<file path="src/rtl/mex_pkg.sv">
`timescale 1ns/1ps
package mex_pkg;
  typedef enum logic [1:0] {
    SRC_BG   = 2'b00,
    SRC_FG   = 2'b01,
    SRC_HOST = 2'b10,
    SRC_DST  = 2'b11
  } src_sel_e;

  typedef enum logic [1:0] {
    PC_FG_ONLY = 2'b00,
    PC_HOST    = 2'b01,
    PC_DST     = 2'b10,
    PC_RSVD    = 2'b11
  } pix_ctrl_e;

  typedef struct packed {
    src_sel_e   src;
    logic [4:0] rop;
  } mix_t;
endpackage

</file>
<file path="src/rtl/mex_walker.sv">
`timescale 1ns/1ps
module mex_walker #(
  parameter int CNT_W = 12
) (
  input  logic             clk_i,
  input  logic             rst_ni,
  input  logic             start_i,
  input  logic             step_i,
  input  logic [CNT_W-1:0] w_m1_i,
  input  logic [CNT_W-1:0] h_m1_i,
  output logic             busy_o,
  output logic [CNT_W-1:0] col_o,
  output logic [CNT_W-1:0] row_o,
  output logic             row_end_o,
  output logic             rect_end_o
);
  logic             busy_q;
  logic [CNT_W-1:0] col_q, row_q;
  logic             last_col, last_row;

  assign last_col   = (col_q == w_m1_i);
  assign last_row   = (row_q == h_m1_i);
  assign row_end_o  = step_i & last_col;
  assign rect_end_o = row_end_o & last_row;

  always_ff @(posedge clk_i or negedge rst_ni) begin
    if (!rst_ni) begin
      busy_q <= 1'b0;
      col_q  <= '0;
      row_q  <= '0;
    end else if (start_i && !busy_q) begin
      busy_q <= 1'b1;
      col_q  <= '0;
      row_q  <= '0;
    end else if (step_i) begin
      if (last_col) begin
        col_q <= '0;
        if (last_row) busy_q <= 1'b0;
        else          row_q  <= row_q + 1'b1;
      end else begin
        col_q <= col_q + 1'b1;
      end
    end
  end

  assign busy_o = busy_q;
  assign col_o  = col_q;
  assign row_o  = row_q;
endmodule

</file>
<file path="src/rtl/mex_bitfeed.sv">
`timescale 1ns/1ps
module mex_bitfeed #(
  parameter int WORD_W = 16
) (
  input  logic              clk_i,
  input  logic              rst_ni,
  input  logic              clear_i,
  input  logic              busy_i,
  input  logic              host_mode_i,
  input  logic              step_i,
  input  logic              row_end_i,
  input  logic              rect_end_i,
  input  logic [WORD_W-1:0] word_i,
  input  logic              valid_i,
  output logic              ready_o,
  output logic              have_o,
  output logic              bit_o
);
  localparam int IDX_W = $clog2(WORD_W);

  logic [WORD_W-1:0] bits_q;
  logic [IDX_W-1:0]  idx_q;
  logic              have_q;
  logic              word_done;

  // word retires on its last bit or at row end (tail dropped)
  assign word_done = step_i & have_q &
                     ((idx_q == IDX_W'(WORD_W - 1)) | row_end_i);
  assign ready_o   = busy_i & host_mode_i &
                     (~have_q | (word_done & ~rect_end_i));

  always_ff @(posedge clk_i or negedge rst_ni) begin
    if (!rst_ni) begin
      bits_q <= '0;
      idx_q  <= '0;
      have_q <= 1'b0;
    end else if (clear_i) begin
      have_q <= 1'b0;
      idx_q  <= '0;
    end else if (valid_i && ready_o) begin
      bits_q <= word_i;
      idx_q  <= '0;
      have_q <= 1'b1;
    end else if (word_done) begin
      have_q <= 1'b0;
    end else if (step_i && have_q) begin
      bits_q <= {bits_q[WORD_W-2:0], 1'b0};
      idx_q  <= idx_q + 1'b1;
    end
  end

  assign have_o = have_q;
  assign bit_o  = bits_q[WORD_W-1];
endmodule

</file>
<file path="src/rtl/mex_mix.sv">
`timescale 1ns/1ps
module mex_mix
  import mex_pkg::*;
#(
  parameter int PIX_W = 16
) (
  input  mix_t             fg_mix_i,
  input  mix_t             bg_mix_i,
  input  logic             use_fg_i,
  input  logic [PIX_W-1:0] fg_color_i,
  input  logic [PIX_W-1:0] bg_color_i,
  input  logic             host_bit_i,
  input  logic             host_mode_i,
  input  logic [PIX_W-1:0] dst_i,
  input  logic [PIX_W-1:0] mask_i,
  output logic [PIX_W-1:0] data_o
);
  mix_t             mix;
  logic [PIX_W-1:0] s, d, res;

  assign mix = use_fg_i ? fg_mix_i : bg_mix_i;
  assign d   = dst_i;

  always_comb begin
    unique case (mix.src)
      SRC_BG:   s = bg_color_i;
      SRC_FG:   s = fg_color_i;
      SRC_HOST: s = {PIX_W{host_bit_i & host_mode_i}};
      default:  s = dst_i;
    endcase
  end

  always_comb begin
    case (mix.rop)
      5'h00:   res = ~d;
      5'h01:   res = '0;
      5'h02:   res = '1;
      5'h03:   res = d;
      5'h04:   res = ~s;
      5'h05:   res = s ^ d;
      5'h06:   res = ~s & d;
      5'h07:   res = s;
      5'h08:   res = ~(s & d);
      5'h09:   res = ~(s | d);
      5'h0A:   res = ~(s ^ d);
      5'h0B:   res = ~s | d;
      5'h0C:   res = s & d;
      5'h0D:   res = s & ~d;
      5'h0E:   res = s | d;
      5'h0F:   res = s | ~d;
      default: res = d;
    endcase
  end

  assign data_o = (d & ~mask_i) | (res & mask_i);
endmodule

</file>
<file path="src/rtl/mex_rect_expand.sv">
`timescale 1ns/1ps
module mex_rect_expand
  import mex_pkg::*;
#(
  parameter int COORD_W = 12,
  parameter int CNT_W   = 12,
  parameter int PIX_W   = 16,
  parameter int WORD_W  = 16
) (
  input  logic               clk_i,
  input  logic               rst_ni,
  input  logic               start_i,
  input  logic [COORD_W-1:0] origin_x_i,
  input  logic [COORD_W-1:0] origin_y_i,
  input  logic               dir_x_pos_i,
  input  logic               dir_y_pos_i,
  input  logic [CNT_W-1:0]   width_m1_i,
  input  logic [CNT_W-1:0]   height_m1_i,
  input  logic [PIX_W-1:0]   fg_color_i,
  input  logic [PIX_W-1:0]   bg_color_i,
  input  logic [6:0]         fg_mix_i,
  input  logic [6:0]         bg_mix_i,
  input  logic [1:0]         pix_ctrl_i,
  input  logic [PIX_W-1:0]   wr_mask_i,
  input  logic [WORD_W-1:0]  host_word_i,
  input  logic               host_valid_i,
  output logic               host_ready_o,
  input  logic [PIX_W-1:0]   dst_rd_data_i,
  output logic               wr_en_o,
  output logic [COORD_W-1:0] wr_x_o,
  output logic [COORD_W-1:0] wr_y_o,
  output logic [PIX_W-1:0]   wr_data_o,
  output logic [PIX_W-1:0]   wr_mask_o,
  output logic               busy_o
);
  logic [COORD_W-1:0] ox_q, oy_q;
  logic               dx_q, dy_q;
  logic [CNT_W-1:0]   wm1_q, hm1_q;
  logic [PIX_W-1:0]   fg_q, bg_q, mask_q;
  mix_t               fmix_q, bmix_q;
  pix_ctrl_e          pc_q;

  logic               busy, start_acc, step, host_mode;
  logic [CNT_W-1:0]   col, row;
  logic               row_end, rect_end;
  logic               have, hbit, use_fg;
  logic [COORD_W-1:0] off_x, off_y;

  assign start_acc = start_i & ~busy;
  assign host_mode = (pc_q == PC_HOST);
  assign step      = busy & (~host_mode | have);

  always_ff @(posedge clk_i or negedge rst_ni) begin
    if (!rst_ni) begin
      ox_q   <= '0;
      oy_q   <= '0;
      dx_q   <= 1'b1;
      dy_q   <= 1'b1;
      wm1_q  <= '0;
      hm1_q  <= '0;
      fg_q   <= '0;
      bg_q   <= '0;
      mask_q <= '0;
      fmix_q <= '0;
      bmix_q <= '0;
      pc_q   <= PC_FG_ONLY;
    end else if (start_acc) begin
      ox_q   <= origin_x_i;
      oy_q   <= origin_y_i;
      dx_q   <= dir_x_pos_i;
      dy_q   <= dir_y_pos_i;
      wm1_q  <= width_m1_i;
      hm1_q  <= height_m1_i;
      fg_q   <= fg_color_i;
      bg_q   <= bg_color_i;
      mask_q <= wr_mask_i;
      fmix_q <= mix_t'(fg_mix_i);
      bmix_q <= mix_t'(bg_mix_i);
      pc_q   <= pix_ctrl_e'(pix_ctrl_i);
    end
  end

  mex_walker #(.CNT_W(CNT_W)) u_walk (
    .clk_i      (clk_i),
    .rst_ni     (rst_ni),
    .start_i    (start_acc),
    .step_i     (step),
    .w_m1_i     (wm1_q),
    .h_m1_i     (hm1_q),
    .busy_o     (busy),
    .col_o      (col),
    .row_o      (row),
    .row_end_o  (row_end),
    .rect_end_o (rect_end)
  );

  mex_bitfeed #(.WORD_W(WORD_W)) u_feed (
    .clk_i       (clk_i),
    .rst_ni      (rst_ni),
    .clear_i     (start_acc),
    .busy_i      (busy),
    .host_mode_i (host_mode),
    .step_i      (step),
    .row_end_i   (row_end),
    .rect_end_i  (rect_end),
    .word_i      (host_word_i),
    .valid_i     (host_valid_i),
    .ready_o     (host_ready_o),
    .have_o      (have),
    .bit_o       (hbit)
  );

  always_comb begin
    unique case (pc_q)
      PC_HOST: use_fg = hbit;
      PC_DST:  use_fg = dst_rd_data_i[0];
      default: use_fg = 1'b1;
    endcase
  end

  mex_mix #(.PIX_W(PIX_W)) u_mix (
    .fg_mix_i    (fmix_q),
    .bg_mix_i    (bmix_q),
    .use_fg_i    (use_fg),
    .fg_color_i  (fg_q),
    .bg_color_i  (bg_q),
    .host_bit_i  (hbit),
    .host_mode_i (host_mode),
    .dst_i       (dst_rd_data_i),
    .mask_i      (mask_q),
    .data_o      (wr_data_o)
  );

  assign off_x     = COORD_W'(col);
  assign off_y     = COORD_W'(row);
  assign wr_x_o    = dx_q ? ox_q + off_x : ox_q - off_x;
  assign wr_y_o    = dy_q ? oy_q + off_y : oy_q - off_y;
  assign wr_en_o   = step;
  assign wr_mask_o = mask_q;
  assign busy_o    = busy;
endmodule

</file>
<file path="config.mk">
export PLATFORM = sky130hd
export DESIGN_NAME = mex_rect_expand
export DESIGN_NICKNAME = d
export VERILOG_FILES = /design/src/rtl/mex_pkg.sv /design/src/rtl/mex_walker.sv /design/src/rtl/mex_bitfeed.sv /design/src/rtl/mex_mix.sv /design/src/rtl/mex_rect_expand.sv
export SDC_FILE = /design/constraint.sdc
export NUM_CORES = 1
export LEC_CHECK = 0
export BUFFER_PORTS_ARGS = -buffer_cell sky130_fd_sc_hd__buf_4
export CAP_MARGIN = 30
export CORE_MARGIN = 2
export CORE_UTILIZATION = 58
export DETAILED_ROUTE_END_ITERATION = 6
export PLACE_DENSITY = 0.81
export SYNTH_ARGS = -nofsm -noshare
export SYNTH_HDL_FRONTEND = slang
export SYNTH_SLANG_ARGS = --single-unit
</file>
<file path="constraint.sdc">
create_clock -name clk_i -period 3.9 [get_ports clk_i]
set_input_delay 0.39 -clock clk_i [delete_from_list [all_inputs] [get_ports clk_i]]
set_output_delay 0.39 -clock clk_i [all_outputs]
set_load 0.02 [all_outputs]
</file>
==> metrics.yaml <==
status:
  status: "finished with violations"
  violations: "negative setup slack"
drt:
  drt_pass1_iterations: 7
  drt_iter0_markers: 873
  vias: 11300
  drc: 0
  wirelength_mm: 35.1
  avgRoutedWirePerCell_um: 18.4
  viasPerCell: 5.96
  ant_nets: 0
sta:
  rsz0062_at_grt: "yes"
  setup_tns_ns: -0.596
  worstMarginPinSlew_ns: 0.889
  fin_ws_ns: -0.0982
  setup_viol: 12
  fmax_mhz: 250
  finalMaxSlewViolations: 0
  fin_crit_ns: 4.00
  fin_skew_ns: 0.0110
  hold_viol: 0
  period_share_pct: 103
  holdWs_ns: 0.0162
  max_slew_margin_pct: 40.7
synthesis:
  synth_fa_ha_area_share_pct: 10.1
  synth_top_family_by_area: "simple AND/OR/NAND/NOR gates"
  synth-simple-area-share_pct: 21.7
  synth_area_per_cell_um2: 8.38
  synth_cells: 1421
  synth-edff-count: 0
  syn_area_mm2: 0.0119
  ys.flop_type: "dfrtp_1"
  synth_area_leaders: "dfrtp_1 (33%), nand2_1 (12%), ha_1 (9.8%), mux2_2 (8.4%), xnor2_1 (3.4%)"
  synth_top_cell_area_share_pct: 33.2
  synth.most_common_cell: "nand2_1"
  ys_async_sr_fraction_pct: 100
  synth-compound-area-share_pct: 12.7
  synth.area.mux_share_pct: 11.0
  yosysWarnings: 0
  syn_nets: 1666
  synth_common_cells: "nand2_1 (394), dfrtp_1 (158), ha_1 (93), mux2_2 (89), a21oi_1 (79)"
  synth.distinct_cells: 74
  yosysTopAreaCell: "dfrtp_1"
  seq_area_frac_synth_pct: 33.7
  synth_xor_area_share_pct: 5.48
  ys_ff_latch: 160
setup_path:
  arrival_ns: 3.61
  critPathRequiredTime_ns: 3.51
  start_kind: "register"
  critPathMaxFanout: 8
  cp-end-kind: "output pin"
  worstSetupPathType: "reg2out"
cells_and_area:
  syn_to_final_growth_pct: 25.5
  fin_cells: 1902
  fin_nets: 1863
  drive_above_1_share_pct: 29.7
floorplan:
  die_w_um: 147
  core_mm2: 0.0202
  die-area_mm2: 0.0217
  start_util_pct: 59.0
  io_pins: 209
  die_h_um: 147
  rows: 52
placement:
  place_congestion: 0.918
  dp_hpwl_mm: 23.1
  port_buffers: 208
  dp_cells: 1850
power_and_ir_drop:
  p_leak_nw: 7.25
  ir_drop_uv: 461
  powerDensity_mw_per_mm2: 554
min_path:
  hold_path_class: "in2async"
clock_tree:
  htree_levels: 4
  clk_pin_slew_ns: 0.07
  root_buffer: "clkbuf_16"
  cts_hold_buf: 0
  clkSinkCount: 160
  cts.path.max_buffers: 2
  cts_tree: "done"
  cts_made_buffers: 17
  clk_latency_ns: 0.43
run:
  maxCapViolations: 0
grt:
  overflow: 0
  grt_pass1_wl_mm: 53.3
  antenna_found_initial: 1
  grt_usage_pct: 30.2
  grt_max_degree: 90
  grt_pass1_vias: 10800
-- power by group --
part	total, mW	switching [mW]	internal (mW)
Clock	1.60	0.751	0.851
Combinational	4.38	2.35	2.03
Sequential	2.29	0.352	1.94
Total	8.28	3.45	4.82
-- registers in the layout, summed over array words and instances (netlist names), 4 cells and up --
| signal | flops |
|---|---|
| bg_q | 16 |
| fg_q | 16 |
| u_feed.bits_q | 16 |
| wr_mask_o | 16 |
| hm1_q | 12 |
| ox_q | 12 |
| oy_q | 12 |
| u_walk.col_o | 12 |
| u_walk.row_o | 12 |
| wm1_q | 12 |
| bmix_q | 7 |
| fmix_q | 7 |
| u_feed.idx_q | 4 |
-- critical path, stage by stage, from the launching register on --
cell and delay, ns:
dfrtp_1 0.40, inv_1 0.12, ha_4 0.22, a221oi_4 0.25, mux2i_4 0.37, buf_12 0.20, mux2i_4 0.08, a221oi_4 0.33
buf_6 0.17, ha_4 0.13, mux2_4 0.31, nor4_4 0.28, a41oi_2 0.14, buf_4 0.18
-- repair_timing --
action,in CTS,in global routing
setup buffers,2,17
gates resized for setup,23,94
endpoints found under the setup margin,19,21
pin swaps,0,27
gates cloned,0,1
-- stage by stage --
stage                     utilization, %  setup slack (ns)  total power [mW]  instance area, µm²
after floorplan                        -            0.0517              4.94               11900
after global placement              68.0             0.262              6.11               13700
after detailed placement            68.1             0.159              6.22               13700
after CTS                           71.2           -0.0735              7.89               14400
after global routing                74.1            -0.246              8.75               14900
final                               74.1           -0.0982              8.28               14900
-- area by class of cell --
class | instances | area [µm²]
multi-input cells | 1118 | 7750
well taps | 270 | 338
repair buffers | 265 | 2070
clock buffers | 18 | 439
diodes | 1 | 2.50
clock inverters | 14 | 118
fillers | 1496 | 5230
inverters | 56 | 210
flip-flops and latches | 160 | 4010
-- path summary, 6_finish.rpt --
check / from / to / slack (ns) / depth (start not counted)
min: rst_ni / oy_q[1] / 0.02 / 1
min reg2reg: oy_q[3] / oy_q[3] / 0.49 / 2
max reg2reg: pc_q[1] / u_walk.row_o[11] / 0.96 / 9
min in group clk_i: height_m1_i[9] / hm1_q[9] / 0.14 / 3
max: pc_q[0] / wr_data_o[3] / -0.1 / 13
max in group asynchronous: rst_ni / wr_mask_o[7] / 2.97 / 2
-- cell usage in the layout (no fill, tap or decap), drive strengths merged, types with 14 or more instances in the layout --
cell,instances
nor4,15
or3,14
a211oi,14
a21oi,79
dfrtp,158
nor2,65
nand2,394
mux2i,29
xor2,21
clkbuf,19
xnor2,50
inv,63
buf,264
ha,93
nor3,24
mux2,89
o21ai,57
nand3,25
nand4,14
-- metal layers --
layer / GRT usage [%] / up-vias / wire length, µm
met3: 5.62 / 108 / 2620
met5: 0 / - / 0
met1: 39.0 / 5417 / 14100
li1: - / 5252 / -
met4: 11.3 / 0 / 1190
met2: 50.7 / 557 / 17200
-- logic make-up (layout without fill, tap and decap cells) --
kind of cell               count (synthesis)  after routing
and+or+nand+nor                          600            600
AOI/OAI and AO/OA                        234            234
DFF                                      160            160
buffers and inverters                    143            353
muxes                                    118            118
adders and majority gates                 95             95
xor gates and xnor gates                  71             71
other                                      0              1
Power figures use the tool's default switching activity.
